==> src/rtl/wpa_pkg.sv <==
package wpa_pkg;
  typedef enum logic [1:0] {
    ST_IDLE     = 2'd0,
    ST_DEFER    = 2'd1,
    ST_REPORTED = 2'd2
  } wpState_t;

  typedef struct packed {
    logic fire;      // report an event this cycle
    logic fireSync;  // the event is synchronous
    logic clear;     // drop held event
  } wpStrobe_t;
endpackage

==> src/rtl/wpa_ctrl.sv <==
module wpa_ctrl
  import wpa_pkg::*;
(
  input  logic      clk,
  input  logic      rstN,
  input  logic      beatValid,
  input  logic      beatFirst,
  input  logic      beatLast,
  input  logic      wpHit,
  input  logic      devMem,
  input  logic      asyncMode,
  input  logic      dbgEnable,
  input  logic      wpPermit,
  input  logic      ack,
  input  logic      laterExcReq,
  output wpStrobe_t strb,
  output logic      busy,
  output logic      laterExcGrant
);
  wpState_t state, nxtState;
  logic enabled, hitNow, deferCond, accepting;

  assign enabled   = dbgEnable && wpPermit;
  assign hitNow    = enabled && beatValid && wpHit && !ack;
  assign deferCond = devMem && !beatFirst && !beatLast;
  assign accepting = (state == ST_IDLE) && hitNow;

  always_comb begin
    nxtState      = state;
    strb.fire     = 1'b0;
    strb.fireSync = 1'b0;
    strb.clear    = ack || !enabled;
    if (!enabled || ack) begin
      nxtState = ST_IDLE;
    end else begin
      case (state)
        ST_IDLE: begin
          if (hitNow) begin
            if (!asyncMode) begin
              strb.fire     = 1'b1;
              strb.fireSync = 1'b1;
              nxtState      = ST_REPORTED;
            end else if (deferCond) begin
              nxtState = ST_DEFER;
            end else begin
              strb.fire = 1'b1;
              nxtState  = ST_REPORTED;
            end
          end
        end
        ST_DEFER: begin
          if (beatValid && beatLast) begin
            strb.fire = 1'b1;
            nxtState  = ST_REPORTED;
          end
        end
        ST_REPORTED: nxtState = ST_REPORTED;
        default:     nxtState = ST_IDLE;
      endcase
    end
  end

  always_ff @(posedge clk) begin
    if (!rstN) state <= ST_IDLE;
    else       state <= nxtState;
  end

  assign busy          = (state != ST_IDLE);
  assign laterExcGrant = laterExcReq && (state != ST_DEFER) && !accepting;

  // a parked event blocks later exceptions
  a_r10_grant_held: assert property (@(posedge clk) disable iff (!rstN)
    (state == ST_DEFER) |-> !laterExcGrant);

  // no second report while one is outstanding
  a_r8_single_report: assert property (@(posedge clk) disable iff (!rstN)
    (state == ST_REPORTED) |-> !strb.fire);

  // parked event waits for the last beat
  a_r4_wait_last: assert property (@(posedge clk) disable iff (!rstN)
    (state == ST_DEFER && !(beatValid && beatLast)) |=> (state != ST_REPORTED));
endmodule

==> src/rtl/wpa_dp.sv <==
module wpa_dp
  import wpa_pkg::*;
#(
  parameter int MOE_W = 4,
  parameter logic [MOE_W-1:0] ASYNC_CODE = 4'b0010,
  parameter logic [MOE_W-1:0] SYNC_CODE  = 4'b1010
) (
  input  logic             clk,
  input  logic             rstN,
  input  wpStrobe_t        strb,
  input  logic             monitorSel,
  output logic             haltReq,
  output logic             dbgExcReq,
  output logic             retryReq,
  output logic             moeValid,
  output logic [MOE_W-1:0] moeCode
);
  always_ff @(posedge clk) begin
    if (!rstN) begin
      haltReq   <= 1'b0;
      dbgExcReq <= 1'b0;
      retryReq  <= 1'b0;
      moeValid  <= 1'b0;
      moeCode   <= '0;
    end else begin
      haltReq   <= strb.fire && !monitorSel;
      dbgExcReq <= strb.fire && monitorSel;
      retryReq  <= strb.fire && strb.fireSync;
      if (strb.clear) begin
        moeValid <= 1'b0;
        moeCode  <= '0;
      end else if (strb.fire) begin
        moeValid <= 1'b1;
        moeCode  <= strb.fireSync ? SYNC_CODE : ASYNC_CODE;
      end
    end
  end

  // halt and exception never together
  a_r5_one_kind: assert property (@(posedge clk) disable iff (!rstN)
    $onehot0({haltReq, dbgExcReq}));

  // requests are single-cycle pulses
  a_r5_pulse: assert property (@(posedge clk) disable iff (!rstN)
    (haltReq || dbgExcReq) |=> !(haltReq || dbgExcReq));

  // code held until acknowledged
  a_r7_moe_hold: assert property (@(posedge clk) disable iff (!rstN)
    (moeValid && !strb.clear) |=> (moeValid && $stable(moeCode)));
endmodule

==> src/rtl/wpa_top.sv <==
module wpa_top
  import wpa_pkg::*;
#(
  parameter int MOE_W = 4,
  parameter logic [MOE_W-1:0] ASYNC_CODE = 4'b0010,
  parameter logic [MOE_W-1:0] SYNC_CODE  = 4'b1010
) (
  input  logic             clk,
  input  logic             rstN,
  input  logic             beatValid,
  input  logic             beatFirst,
  input  logic             beatLast,
  input  logic             wpHit,
  input  logic             devMem,
  input  logic             asyncMode,
  input  logic             dbgEnable,
  input  logic             wpPermit,
  input  logic             monitorSel,
  input  logic             abortMask,
  input  logic             extAbortRoute,
  input  logic             laterExcReq,
  input  logic             ack,
  output logic             haltReq,
  output logic             dbgExcReq,
  output logic             retryReq,
  output logic             moeValid,
  output logic [MOE_W-1:0] moeCode,
  output logic             laterExcGrant
);
  wpStrobe_t strb;
  logic busy;

  wpa_ctrl u_ctrl (
    .clk(clk), .rstN(rstN), .beatValid(beatValid), .beatFirst(beatFirst),
    .beatLast(beatLast), .wpHit(wpHit), .devMem(devMem), .asyncMode(asyncMode),
    .dbgEnable(dbgEnable), .wpPermit(wpPermit), .ack(ack),
    .laterExcReq(laterExcReq), .strb(strb), .busy(busy),
    .laterExcGrant(laterExcGrant)
  );

  wpa_dp #(.MOE_W(MOE_W), .ASYNC_CODE(ASYNC_CODE), .SYNC_CODE(SYNC_CODE)) u_dp (
    .clk(clk), .rstN(rstN), .strb(strb), .monitorSel(monitorSel),
    .haltReq(haltReq), .dbgExcReq(dbgExcReq), .retryReq(retryReq),
    .moeValid(moeValid), .moeCode(moeCode)
  );

  // disabled cycles produce nothing
  a_r9_drop: assert property (@(posedge clk) disable iff (!rstN)
    !(dbgEnable && wpPermit) |=> !(haltReq || dbgExcReq || retryReq));

  // retry comes with a request and the synchronous code
  a_r2_retry_kind: assert property (@(posedge clk) disable iff (!rstN)
    retryReq |-> ((haltReq || dbgExcReq) && moeCode == SYNC_CODE));

  // mask and routing bits do not suppress an immediate asynchronous hit
  a_r6_not_masked: assert property (@(posedge clk) disable iff (!rstN)
    (dbgEnable && wpPermit && beatValid && wpHit && asyncMode && !devMem &&
     !ack && !busy && abortMask && extAbortRoute) |=> (haltReq || dbgExcReq));
endmodule

==> config.mk <==
export PLATFORM = sky130hd
export DESIGN_NAME = wpa_top
export DESIGN_NICKNAME = d
export VERILOG_FILES = /design/src/rtl/wpa_pkg.sv /design/src/rtl/wpa_ctrl.sv /design/src/rtl/wpa_dp.sv /design/src/rtl/wpa_top.sv
export SDC_FILE = /design/constraint.sdc
export NUM_CORES = 1
export LEC_CHECK = 0
export BUFFER_PORTS_ARGS = -buffer_cell sky130_fd_sc_hd__buf_4
export CORE_AREA = 2 2 39 41
export CTS_CLUSTER_DIAMETER = 80
export DETAILED_ROUTE_END_ITERATION = 6
export DIE_AREA = 0 0 41 43
export SLEW_MARGIN = 20
export SYNTH_ARGS = -nofsm -noshare
export SYNTH_HDL_FRONTEND = slang
export SYNTH_SLANG_ARGS = --single-unit
export TNS_END_PERCENT = 1
==> constraint.sdc <==
create_clock -name clk -period 1.95 [get_ports clk]
set_clock_uncertainty 0.2 [all_clocks]
set_input_delay 0.195 -clock clk [delete_from_list [all_inputs] [get_ports clk]]
set_output_delay 0.195 -clock clk [all_outputs]
set_load 0.01 [all_outputs]
## Yosys cells after proc, flatten, opt, wreduce, memory -nomap -nowiden

Cells that the tools add are included.

| operators by class | value |
|---|---|
| equal/unequal tests | 5 |
| muxes and demuxes | 14 |
| bitwise gates (word level) | 1 |
| reduce and logical (&&, ||, !) cells | 23 |

Operators with widths:

| operator | count |
|---|---|
| logical AND 1 bit | 13 |
| 2-to-1 mux 2 bit | 6 |
| zero test 1 bit | 6 |
| inequality test 2 x 1 -> 1 bit (second input constant) | 3 |
| one-hot mux 2 bit (3 select lines) | 1 |
| 2-to-1 mux 1 bit | 5 |
| 2-to-1 mux 4 bit | 1 |
| == test 2 x 1 -> 1 bit (second input constant) | 1 |
| == test 2 bit (second input constant) | 1 |
| zero test 2 bit | 1 |
| one-hot mux 1 bit (2 select lines) | 1 |
| AND reduction 2 bit | 1 |
| OR reduction 2 bit | 1 |
| logical OR 1 bit | 1 |
| NOT 1 bit | 1 |

| storage, ports and cells | value |
|---|---|
| bits in registers | 10 |
| logic and storage cells | 49 |

## Logic depth before layout (Yosys ltp)

| logic depth | value |
|---|---|
| depth in word-level cells | 9 |
| gate-level depth with buffers | 5 |
| mapped depth without buffers | 5 |

## By module

From an unflattened synthesis, not the netlist that was laid out.

| second synthesis, totals | value |
|---|---|
| cells, all modules | 47 |
| area, all modules | 400.4 sq um |

Modules (own cells, without submodules):

| module | times used | cells an instance | area each (sq um) |
|---|---|---|---|
| wpa_ctrl | 1 | 29 | 224.0 |
| wpa_dp | 1 | 18 | 176.4 |

## Least setup slack after synthesis

Ideal clock, no wire load.

| timing | value |
|---|---|
| kind | register to register |
| start point | register u_ctrl.state[0] |
| end point | register u_ctrl.state[0] |
| library setup time | 0.071 ns |
| arrival | 1.345 ns |
| slack | 0.335 ns |
| stages on the path, launching flop included | 6 |
| buffers on the path | 0 |
| period minus slack after synthesis | 1.615 ns |
| cells stage by stage | dfxtp_1 -> inv_1 -> ha_1 -> a21boi_0 -> or4_1 -> a21oi_1 |

| between the ends | value |
|---|---|
| longest elaborated chain between the ends | 3 |

Ends and longest elaborated chain:

| item | line | RTL |
|---|---|---|
| start: declaration | wpa_ctrl.sv:20 | `wpState_t state, nxtState;` |
| start signal: assignment | wpa_ctrl.sv:65 | `else state <= nxtState;` |
| == test 2 x 1 -> 1 bit / zero test 2 bit (equally long branches) | wpa_ctrl.sv:36 | `case (state)` |
| inequality test 2 x 1 -> 1 bit (no source line) | -- |  |
| AND reduction 2 bit (no source line) | -- |  |

Parallel ways exist; a longest one is shown, timed or not.
A chain may end at the register's enable or synchronous reset.

## Worst setup path after layout

| timing | value |
|---|---|
| start point | register u_ctrl.state[0] |
| end point | output port laterExcGrant |

| between the ends | value |
|---|---|
| longest elaborated chain between the ends | 4 |

Ends and longest elaborated chain:

| item | line | RTL |
|---|---|---|
| zero test 2 bit | wpa_ctrl.sv:26 | `assign accepting = (state == ST_IDLE) && hitNow;` |
| logical AND 1 bit | wpa_ctrl.sv:26 |  |
| zero test 1 bit | wpa_ctrl.sv:69 | `assign laterExcGrant = laterExcReq && (state != ST_DEFER) && !accepting;` |
| logical AND 1 bit * | wpa_ctrl.sv:69 |  |
| end: declaration | wpa_top.sv:28 | `output logic laterExcGrant` |

Mark *: on every way between the ends. The rest lies on a longest branch, timed or not.

==> metrics.md <==
| Metric | Value |
|---|---|
| TritonCTS Buffers | `3` |
| CTS tree | `built` |
| Register area share after synthesis | `34.3%` |
| Flop pwr share | `45.2%` |
| DRT Wirelength | `842 um` |
| Gr ovfl total | `0` |
| Initial Util | `29.6%` |
| Die height | `43 um` |
| CTS max path bufs | `2` |
| Post-route minimum period | `1810 ps` |
| CP required | `1550 ps` |
| #FFs+latches synth | `7` |
| Switching power | `0.0688 mW` |
| CTS Sinks | `7` |
| Cell taking the most area after synthesis | `dfxtp_1` |
| H-tree levels | `1` |
| DR WL/cell | `10.0 um` |
| Unrepaired setup endpoints after global routing | `false` |
| Port Buf Inserts | `19` |
| RePlAce Congestion | `0.658` |
| Skew-Pair Late Insertion Delay | `250 ps` |
| Worst path arrival time | `1410 ps` |
| Largest net degree at the start of global routing | `6` |
| Cell Pwr Density | `525 nW/um^2` |
| Syn-to-layout area delta | `48.9%` |
| Fmax | `553 MHz` |
| Status | `finished clean` |
| Post-Syn Area | `409 um^2` |
| Post-CTS resize count | `0` |
| Diode count | `0` |
| TNS Setup | `0 ps` |
| Synth area leaders | `dfxtp_1 34%, ha_1 9.2%, nand4bb_4 6.7%` |
| Switch share | `21.5%` |
| GRT Overall Usage | `11.1%` |
| Die width | `41 um` |
| Peak supply drop | `0.458 mV` |
| I/O pin count | `24` |
| CP Capture Type | `output port` |
| Die area | `1760 um^2` |
| Pins over their slew limit | `0` |
| Vias in the first global route | `344` |
| Max FO, Critical Path | `4` |
| Final setup viols | `0` |
| DR vias/cell | `4.76` |
| First drt pass iteration count | `4` |
| First-pass GRT wire length | `1320 um` |
| Yosys cell types | `24` |
| Fill cell count | `151` |
| Yosys warnings | `0` |
| Nets@finish | `87` |
| Core Rows | `14` |
| Place WS | `204 ps` |
| Post-synth top area share | `34.3%` |
| Path type of the worst setup path | `reg2out` |
| Max-cap viol count | `0` |
| Final WS setup | `141 ps` |
| Synth Instances | `44` |
| Via count | `400` |
| Layout cell share with drive strength beyond 1 | `36.8%` |
| Post-route DRC | `0` |
| Leakage | `0.274 nW` |
| Tcrit/Tclk final | `92.8%` |
| Clk root buf | `clkbuf_4` |
| Comb pwr share | `14.9%` |
| HPWL after detailed placement | `700 um` |
| Initial antenna violation count | `0` |
| Clock share of power | `39.9%` |
| Clock slew at reported path FFs | `50 ps` |
| Critical Path Source Type | `flop` |
| Pint | `0.251 mW` |
| DR iter-0 viols | `4` |
| Syn Area/Cell | `9.30 um^2` |
| Post-DRT Antenna Nets | `0` |
| Final hold violations | `0` |
| Core area | `1380 um^2` |
| Hold/Removal Path Class | `in2reg` |
stage by stage:
step	utilization [%]	hold WS, ps	cells	instance area [um^2]	power (mW)
finish	44.0	114	84	609	0.320
global route	44.0	125	84	609	0.342
CTS	44.0	105	84	609	0.326
detailed placement	40.0	168	77	553	0.190
global placement	40.0	172	77	553	0.190
floorplan	-	67.8	45	413	0.166
routing by layer:
metal	track usage, %	share of wire [%]	wire [um]	vias to the layer above
li1	-	-	-	203
met1	12.6	42	351	181
met2	16.6	48	401	16
met3	9.42	11	90	0
met4	0	0	0	0
met5	0	0	0	-
state kept, by name, indices dropped and copies added, names as in the netlist:
register	cells
u_dp.haltReq	1
u_dp.retryReq	1
u_dp.dbgExcReq	1
u_dp.moeCode	2
u_ctrl.state	2
Yosys cell counts:
cell and n:
nand2_1 1, o32ai_1 1, nand4b_1 1, or2_2 1, or3b_4 1, nand4bb_4 1, nor4_1 1, or4_1 2
nand3_1 2, a31oi_1 1, or2b_1 1, a21oi_1 3, o21ai_0 1, a211oi_1 1, a41o_1 1, dfxtp_1 7
conb_1 1, buf_4 3, nor3b_1 1, inv_1 4, ha_1 3, nor2_1 3, a21boi_0 2, nand3b_1 1
cell type report:
class                   instances  area, um^2  share of cell area, %
repair buffers                 22         173                   28.3
multi-input cells              31         235                   38.6
clock buffers                   4        26.3                   4.31
flip-flops and latches          7         140                   23.0
inverters                       4        15.0                   2.46
well taps                      16        20.0                   3.29
cells by family after synthesis:
family / synth area share, %
compound gates: 16.5
flops: 34.2
buf+inv: 9.17
fa+ha+maj: 9.18
simple gates: 30.0
other cells: 0.917
placed cells by master (no fill, tap or decap):
cell type	n
buf_4	19
dfxtp_1	7
inv_1	4
nor2_1	3
a21oi_1	3
ha_1	3
clkbuf_4	3
dlygate4sd3_1	3
nand3_1	2
a21boi_0	2
or4_1	2
conb_1	2
nand3b_1	1
nor3b_1	1
nand4b_1	1
nand4bb_4	1
o32ai_1	1
o21ai_0	1
or2b_1	1
or3b_4	1
a31oi_1	1
nor4_1	1
a41o_1	1
or2_2	1
nand2_1	1
a211oi_1	1
clkbuf_1	1
power groups by stage:
stage	combinational, mW	sequential, mW	clock (mW)
floorplan	0.0186	0.148	0
global placement	0.0424	0.147	0
detailed placement	0.0428	0.147	0
CTS	0.0477	0.144	0.134
global route	0.0528	0.144	0.145
finish	0.0477	0.144	0.128
worst paths after layout:
kind,from,endpoint,slack (ps),depth (start not counted)
setup / recovery,u_ctrl.state[0]$_SDFFE_PP0P_,laterExcGrant,140,6
hold / removal,wpHit,u_dp.retryReq$_SDFF_PN0_,110,3
setup reg to reg,u_ctrl.state[0]$_SDFFE_PP0P_,u_ctrl.state[0]$_SDFFE_PP0P_,190,5
hold reg to reg,u_dp.moeCode[1]$_SDFFE_PP0P_,u_dp.moeCode[1]$_SDFFE_PP0P_,290,2
timing repair:
| action | in CTS | in global routing |
|---|---|---|
| endpoints found under the hold margin | 3 | 0 |
| hold buffers | 3 | 0 |
| buffers inserted | 0 | 0 |
worst max-delay path: stages, from the launching register on:
cell     delay [ps]
dfxtp_1         380
inv_1            60
ha_1            230
nand3_1         130
nor2_1           60
nor3b_1         170
buf_4           150
No activity file was read; power rests on OpenSTA's default activity.
